**src/rtl/rcpcPkg.sv**
```systemverilog
package rcpcPkg;
  typedef struct packed {
    logic capture;   // load capture register, set flag
    logic loadDiff;  // load difference register
  } capStrobe_t;
endpackage

```
**src/rtl/rcpcControl.sv**
```systemverilog
module rcpcControl
  import rcpcPkg::*;
#(
  parameter int SYNC_STAGES = 2,
  parameter bit FALL_EDGE   = 1'b1
) (
  input  logic       clk,
  input  logic       rstN,
  input  logic       captureEnable,
  input  logic       captureIn,
  input  logic       flagClear,
  output capStrobe_t strobe,
  output logic       capFlag,
  output logic       diffValid
);
  localparam int LAST = SYNC_STAGES - 1;

  logic [LAST:0] syncChain;
  logic          syncDelay;
  logic          edgeSeen;
  logic          havePrev;
  logic          flagQ;
  logic          validQ;

  // two-or-more flop synchronizer
  always_ff @(posedge clk) begin
    if (!rstN) begin
      syncChain <= '0;
      syncDelay <= 1'b0;
    end else begin
      syncChain <= {syncChain[LAST-1:0], captureIn};
      syncDelay <= syncChain[LAST];
    end
  end

  generate
    if (FALL_EDGE) begin : g_fall
      assign edgeSeen = syncDelay & ~syncChain[LAST];
    end else begin : g_rise
      assign edgeSeen = ~syncDelay & syncChain[LAST];
    end
  endgenerate

  always_comb begin
    strobe.capture  = captureEnable & edgeSeen;
    strobe.loadDiff = captureEnable & edgeSeen & havePrev;
  end

  // history of captures since enable
  always_ff @(posedge clk) begin
    if (!rstN) begin
      havePrev <= 1'b0;
    end else if (!captureEnable) begin
      havePrev <= 1'b0;
    end else if (strobe.capture) begin
      havePrev <= 1'b1;
    end
  end

  // sticky flag, set has priority over clear
  always_ff @(posedge clk) begin
    if (!rstN) begin
      flagQ <= 1'b0;
    end else if (strobe.capture) begin
      flagQ <= 1'b1;
    end else if (flagClear) begin
      flagQ <= 1'b0;
    end
  end

  always_ff @(posedge clk) begin
    if (!rstN) begin
      validQ <= 1'b0;
    end else if (!captureEnable) begin
      validQ <= 1'b0;
    end else if (strobe.loadDiff) begin
      validQ <= 1'b1;
    end
  end

  assign capFlag   = flagQ;
  assign diffValid = validQ;
endmodule

```
**src/rtl/rcpcDatapath.sv**
```systemverilog
module rcpcDatapath
  import rcpcPkg::*;
#(
  parameter int CNT_W = 16
) (
  input  logic             clk,
  input  logic             rstN,
  input  capStrobe_t       strobe,
  output logic [CNT_W-1:0] capValue,
  output logic [CNT_W-1:0] diffValue
);
  logic [CNT_W-1:0] counter;
  logic [CNT_W-1:0] capReg;
  logic [CNT_W-1:0] diffReg;
  logic [CNT_W-1:0] diffNext;

  always_ff @(posedge clk) begin
    if (!rstN) counter <= '0;
    else       counter <= counter + 1'b1;
  end

  // modulo-2^CNT_W subtraction
  assign diffNext = counter - capReg;

  always_ff @(posedge clk) begin
    if (!rstN) begin
      capReg  <= '0;
      diffReg <= '0;
    end else begin
      if (strobe.capture)  capReg  <= counter;
      if (strobe.loadDiff) diffReg <= diffNext;
    end
  end

  assign capValue  = capReg;
  assign diffValue = diffReg;
endmodule

```
**src/rtl/rcPeriodCapture.sv**
```systemverilog
module rcPeriodCapture
  import rcpcPkg::*;
#(
  parameter int CNT_W       = 16,
  parameter int SYNC_STAGES = 2
) (
  input  logic               clk,
  input  logic               rstN,
  input  logic               captureEnable,
  input  logic               captureIn,
  input  logic               flagClear,
  output logic [CNT_W/2-1:0] capHigh,
  output logic [CNT_W/2-1:0] capLow,
  output logic               capFlag,
  output logic [CNT_W-1:0]   diffValue,
  output logic               diffValid
);
  localparam int HALF_W = CNT_W / 2;

  capStrobe_t       strobe;
  logic [CNT_W-1:0] capValue;

  rcpcControl #(.SYNC_STAGES(SYNC_STAGES), .FALL_EDGE(1'b1)) i_control (
    .clk(clk), .rstN(rstN), .captureEnable(captureEnable),
    .captureIn(captureIn), .flagClear(flagClear), .strobe(strobe),
    .capFlag(capFlag), .diffValid(diffValid)
  );

  rcpcDatapath #(.CNT_W(CNT_W)) i_datapath (
    .clk(clk), .rstN(rstN), .strobe(strobe),
    .capValue(capValue), .diffValue(diffValue)
  );

  assign capHigh = capValue[CNT_W-1:HALF_W];
  assign capLow  = capValue[HALF_W-1:0];
endmodule

```
**config.mk**
```make
export PLATFORM = sky130hd
export DESIGN_NAME = rcPeriodCapture
export DESIGN_NICKNAME = d
export VERILOG_FILES = /design/src/rtl/rcpcPkg.sv /design/src/rtl/rcpcControl.sv /design/src/rtl/rcpcDatapath.sv /design/src/rtl/rcPeriodCapture.sv
export SDC_FILE = /design/constraint.sdc
export NUM_CORES = 1
export LEC_CHECK = 0
export BUFFER_PORTS_ARGS = -buffer_cell sky130_fd_sc_hd__buf_4
export CAP_MARGIN = 25
export CORE_MARGIN = 4
export CORE_UTILIZATION = 53
export DETAILED_ROUTE_END_ITERATION = 7
export GPL_ROUTABILITY_DRIVEN = 0
export PLACE_DENSITY = 0.76
export SETUP_SLACK_MARGIN = 0.15
export SLEW_MARGIN = 20
export SYNTH_ARGS = -nofsm -noshare
export SYNTH_HDL_FRONTEND = slang
export SYNTH_SLANG_ARGS = --single-unit
```
**constraint.sdc**
```tcl
create_clock -name clk -period 3.38 [get_ports clk]
set_input_delay 0.338 -clock clk [delete_from_list [all_inputs] [get_ports clk]]
set_output_delay 0.338 -clock clk [all_outputs]
set_load 0.01 [all_outputs]
```
======== Word level (Yosys, flattened, before mapping) ========
Index checks and enable logic that the tools add are counted.
operators by class
  add/sub/neg operators ................... 2
  muxes and demuxes ....................... 2
  bitwise logic cells ..................... 4
  reduce and logical (&&, ||, !) cells .... 2
operator list
  operator                                                         number
  16-bit by 1-bit adder with 16-bit output, second input constant  1
  16-bit subtractor                                                1
  1-bit AND                                                        3
  1-bit two-way mux                                                2
  2-bit AND reduction                                              1
  2-bit nonzero test                                               1
  1-bit inverter                                                   1
word-level totals
  register bits after elaboration ......... 54
  input port bits ......................... 5
  logic and storage cells ................. 18

======== Longest topological paths before layout ========
  depth in word-level cells ............... 4
  gate-level depth with buffers ........... 9
  mapped depth without buffers ............ 9

======== Hierarchy ========
Synthesis repeated with hierarchy kept, for this count alone.
second synthesis, totals
  cells, all modules ...................... 308
  area, all modules ....................... 2788.9 sq um
by module, submodules not included
  module        instances  cells an instance  area an instance (sq um)  seq. area each (sq um)
  rcpcDatapath  1          288                2585.0                    960.9
  rcpcControl   1          20                 203.9                     120.1

======== Worst setup path after synthesis ========
Ideal clock, no wire load.
  path kind ............................... reg2reg
  from .................................... register i_datapath.counter[0]
  to ...................................... register i_datapath.diffReg[10] (netlist: i_datapath.diffValue[10])
  library setup time ...................... 0.062 ns
  arrival ................................. 2.118 ns
  data required time ...................... 3.318 ns
  setup slack ............................. 1.200 ns
  cell stages (with the launch flop) ...... 10
  path buffers ............................ 0
  period minus slack after synthesis ...... 2.180 ns
  cells stage by stage .................... dfxtp_1 > inv_1 > ha_1 > fa_1 > and2b_1 > o2111ai_2 > a21oi_2 > nor2_1 > or4b_1 > nand3_1
between the ends
  longest elaborated chain between the ends .. 1
RTL lines
  what                      RTL line            text
  start: declaration        rcpcDatapath.sv:12  logic [CNT_W-1:0] counter;
  start signal: assignment  rcpcDatapath.sv:19  else counter <= counter + 1'b1;
  16-bit subtractor         rcpcDatapath.sv:23  assign diffNext = counter - capReg;
  end signal: assignment    rcpcDatapath.sv:31  if (strobe.loadDiff) diffReg <= diffNext;
  end: declaration          rcpcDatapath.sv:14  logic [CNT_W-1:0] diffReg;
Every way passes these cells.
A chain may end at the register's enable or synchronous reset.

======== Worst setup path after layout ========
Ends and elaborated chain as after synthesis.

==> results.py <==
metrics = {
    "clock_network": {
        "cts_root_buffer": "clkbuf_8",
        "cts.sink_count": 54,
        "path_clk_slew_ns": 0.11,
        "cts_setup_buffers": 0,
        "clock_latency_ns": 0.32,
        "clk_path_buf_depth": 2,
        "cts_resized": 0,
        "cts_tree": "done",
        "htree_levels": 2,
        "cts_buffers": 5,
        "postCtsHoldBufs": 0,
    },
    "critical_path": {
        "path_cells": "inv_1 -> ha_1 -> fa_1 -> and2b_1 -> o2111ai_2 -> a21oi_2 -> nor2_1 -> or4b_1 -> nand3_1",
        "cp_max_fo": 5,
        "reg2reg_slack_ns": 1.01,
        "cp.required_ns": 3.64,
        "cp.depth": 9,
        "critical-path-top-delay-family": "simple AND/OR/NAND/NOR gates",
        "critPathCaptureType": "register",
        "crit_path_end": "i_datapath.diffValue[10]$_SDFFE_PN0P_",
        "max_stage_delay_ns": 0.50,
        "cp-startpoint": "i_datapath.counter[0]$_SDFF_PN0_",
        "crit_path_top_delay_cell": "or4b_1",
        "cp.arrival_ns": 2.62,
        "setup.worst_path.class": "reg -> reg",
        "crit_path_start_kind": "register",
        "r2r-end": "i_datapath.diffValue[10]$_SDFFE_PN0P_",
        "reg2reg_depth": 9,
        "cp_num_buf_inv": 1,
        "r2r-start": "i_datapath.counter[0]$_SDFF_PN0_",
    },
    "yosys": {
        "syn-cell-area_sq_um": 2820,
        "yosys.cell_types.count": 40,
        "synth.avg_cell_area_sq_um": 8.40,
        "synthCells": 336,
        "ys_seq_elements": 54,
        "synth-seq-area-share": 0.383,
        "yosys_warnings": 0,
        "syn_nets": 358,
    },
    "routing": {
        "drc": 0,
        "drt_iter0_drc": 123,
        "firstDrtPassIters": 4,
        "avgRoutedWirePerCell_um": 13.3,
        "ant_nets": 0,
        "vias_per_cell": 5.33,
        "routed_wl_um": 5840,
        "via_count": 2334,
    },
    "global_routing": {
        "grt_overflow": 0,
        "grt_usage": 0.194,
        "use_met3": 0.0388,
        "grt_pass1_vias": 2170,
        "use_met1": 0.275,
        "use_met2": 0.296,
        "grt_busiest_layer": "met2",
        "antenna_found_initial": 0,
        "grt_pass1_wl_um": 10100,
        "grt_max_degree": 63,
    },
    "cells_and_area": {
        "multi_input_comb_area_sq_um": 1620,
        "syn2layout_area_growth_pct": 14.5,
        "antenna_cells": 0,
        "seq_area_sq_um": 1080,
        "final_cells": 438,
        "n_fill_cell": 478,
        "nets": 389,
        "drive_gt1_frac": 0.149,
    },
    "placement": {
        "hpwl_um": 4260,
        "port_buffers": 38,
        "placed_cells_incl_taps": 430,
    },
    "sta": {
        "tightest_slew_ns": 0.664,
        "final-max-slew-violation-count": 0,
        "min_period_over_period": 0.700,
        "hold_violations": 0,
        "skew_ns": 0.0128,
        "tns_ns": 0,
        "rsz0062_at_grt": "false",
        "maxSlewHeadroom": 0.557,
        "min_period_ns": 2.37,
        "fmaxAchievable_mhz": 422,
        "setup_viol": 0,
    },
    "die": {
        "dieArea_sq_um": 6560,
        "initial_core_util": 0.549,
        "core_sq_um": 5140,
        "rows": 26,
        "die_height_um": 81.0,
        "ios": 39,
        "die_width_um": 81.0,
    },
    "power": {
        "p_leak_nw": 1.32,
        "vdd_drop_max_v": 0.000215,
        "power.density_nw_per_um2": 342,
    },
    "job": {
        "drv_cap": 0,
    },
    "worst_hold_path": {
        "hp-class": "in -> reg",
    },
    "run_status": {
        "status": "complete, no violations",
    },
}
[where the power goes]
group	switching (mW)	internal [mW]
clock	0.228	0.150
combinational	0.0467	0.0349
sequential	0.00516	0.641
[cell type report]
class | instances | area share
Tap cell | 70 | 0.0271
Inverter | 16 | 0.0186
Multi-Input combinational cell | 252 | 0.502
Clock buffer | 5 | 0.0213
Clock inverter | 3 | 0.00775
Timing Repair Buffer | 38 | 0.0883
Sequential cell | 54 | 0.335
[per-layer routing]
metal  vias up  wire [um]
met1      1063       2870
met2        53       2620
met3         6        281
met5         -          0
met4         0         78
li1       1212          -
[synthesized netlist by cell type]
cell type   n  area share
a21boi_0   22       0.059
nor2b_1     3      0.0066
inv_1      16       0.021
ha_1       16       0.071
a31oi_1     1      0.0022
fa_1        1      0.0071
a311oi_1    1      0.0031
buf_2       5      0.0089
a21o_2      1      0.0031
nand2_2     2      0.0044
o21bai_1    1      0.0027
o2111ai_2   1      0.0053
a32oi_1     1      0.0031
dfxtp_1    54        0.38
o21ai_0    16       0.028
nand2b_1    7       0.016
a311o_1     1      0.0035
or4b_1      2      0.0071
nand4_1     7       0.016
o21ai_1     1      0.0018
o211a_1     3       0.011
nand2_1    56       0.074
or3_1       4      0.0089
a21o_1      2      0.0053
xor2_1      6       0.019
and2_1     20       0.044
a21oi_2     3      0.0093
nand4b_1    1      0.0031
nor3_1      3      0.0053
nor3b_1     1      0.0027
nand3_1    21       0.037
and2b_1     1      0.0027
o211ai_1    3      0.0080
clkbuf_1    9       0.012
xnor2_1    16       0.050
nor2_1     10       0.013
o41ai_2     2       0.012
and3_1      4      0.0089
o31ai_1     1      0.0027
a21oi_1    11       0.020
[through the flow]
step                      setup WS (ns)  total power, mW  utilization  hold WS, ns  instance area, sq um
after detailed placement           1.05            0.741        0.610        0.423                  3140
after floorplan                    1.20            0.721            -        0.412                  2820
final                              1.01             1.11        0.629        0.216                  3230
after global routing              0.847             1.15        0.629        0.213                  3230
after global placement             1.12            0.740        0.610        0.417                  3140
after CTS                          1.02             1.11        0.629        0.211                  3230
[worst min path at each step]
stage                                            from                                 to  slack (ns)  cells after the start
floorplan           i_control.syncChain[0]$_SDFF_PN0_  i_control.syncChain[1]$_SDFF_PN0_        0.41                      1
global placement    i_control.syncChain[0]$_SDFF_PN0_  i_control.syncChain[1]$_SDFF_PN0_        0.42                      1
detailed placement  i_control.syncChain[0]$_SDFF_PN0_  i_control.syncChain[1]$_SDFF_PN0_        0.42                      1
CTS                                         captureIn  i_control.syncChain[0]$_SDFF_PN0_        0.21                      2
global route                                captureIn  i_control.syncChain[0]$_SDFF_PN0_        0.21                      2
finish                                      captureIn  i_control.syncChain[0]$_SDFF_PN0_        0.22                      2
[worst reg2reg max path: cells and delay by family, from the launching register on]
| kind | cells | cell delay (ns) |
|---|---|---|
| compound gates | 2 | 0.34 |
| fa+ha+maj | 2 | 0.61 |
| buf+inv | 1 | 0.06 |
| simple gates | 4 | 0.88 |
| flops | 1 | 0.40 |
[kinds of logic (layout without fill, tap and decap cells)]
family / Yosys count / in the layout / synth area share
buffers and inverters: 30 / 62 / 0.0421
XOR/XNOR: 22 / 22 / 0.0683
flip-flops: 54 / 54 / 0.383
AND/OR/NAND/NOR: 142 / 142 / 0.250
AO/OA/AOI/OAI: 71 / 71 / 0.179
adder cells (fa/ha/maj): 17 / 17 / 0.0780
[cells in the final DEF, fill, tap and decap left out, types with 2 or more instances in the layout]
cell and count:
a21oi_2 3, nand2_1 56, or4b_1 2, a21o_1 2, nand2_2 2, buf_4 38, nor3_1 3, nand4_1 7
nand3_1 21, nor2_1 10, nor2b_1 3, ha_1 16, or3_1 4, o211a_1 3, and2_1 20, inv_1 16
and3_1 4, o21ai_0 16, xnor2_1 16, o211ai_1 3, a21boi_0 22, xor2_1 6, nand2b_1 7, o41ai_2 2
a21oi_1 11, clkbuf_8 5, dfxtp_1 54
[flip-flops by register name, indices dropped and copies added, names as in the netlist]
signal                count
i_control.havePrev        1
i_control.capFlag         1
i_control.diffValid       1
i_control.syncChain       2
i_control.syncDelay       1
i_datapath.diffValue     16
i_datapath.capValue      16
i_datapath.counter       16
Power figures use the tool's default switching activity.
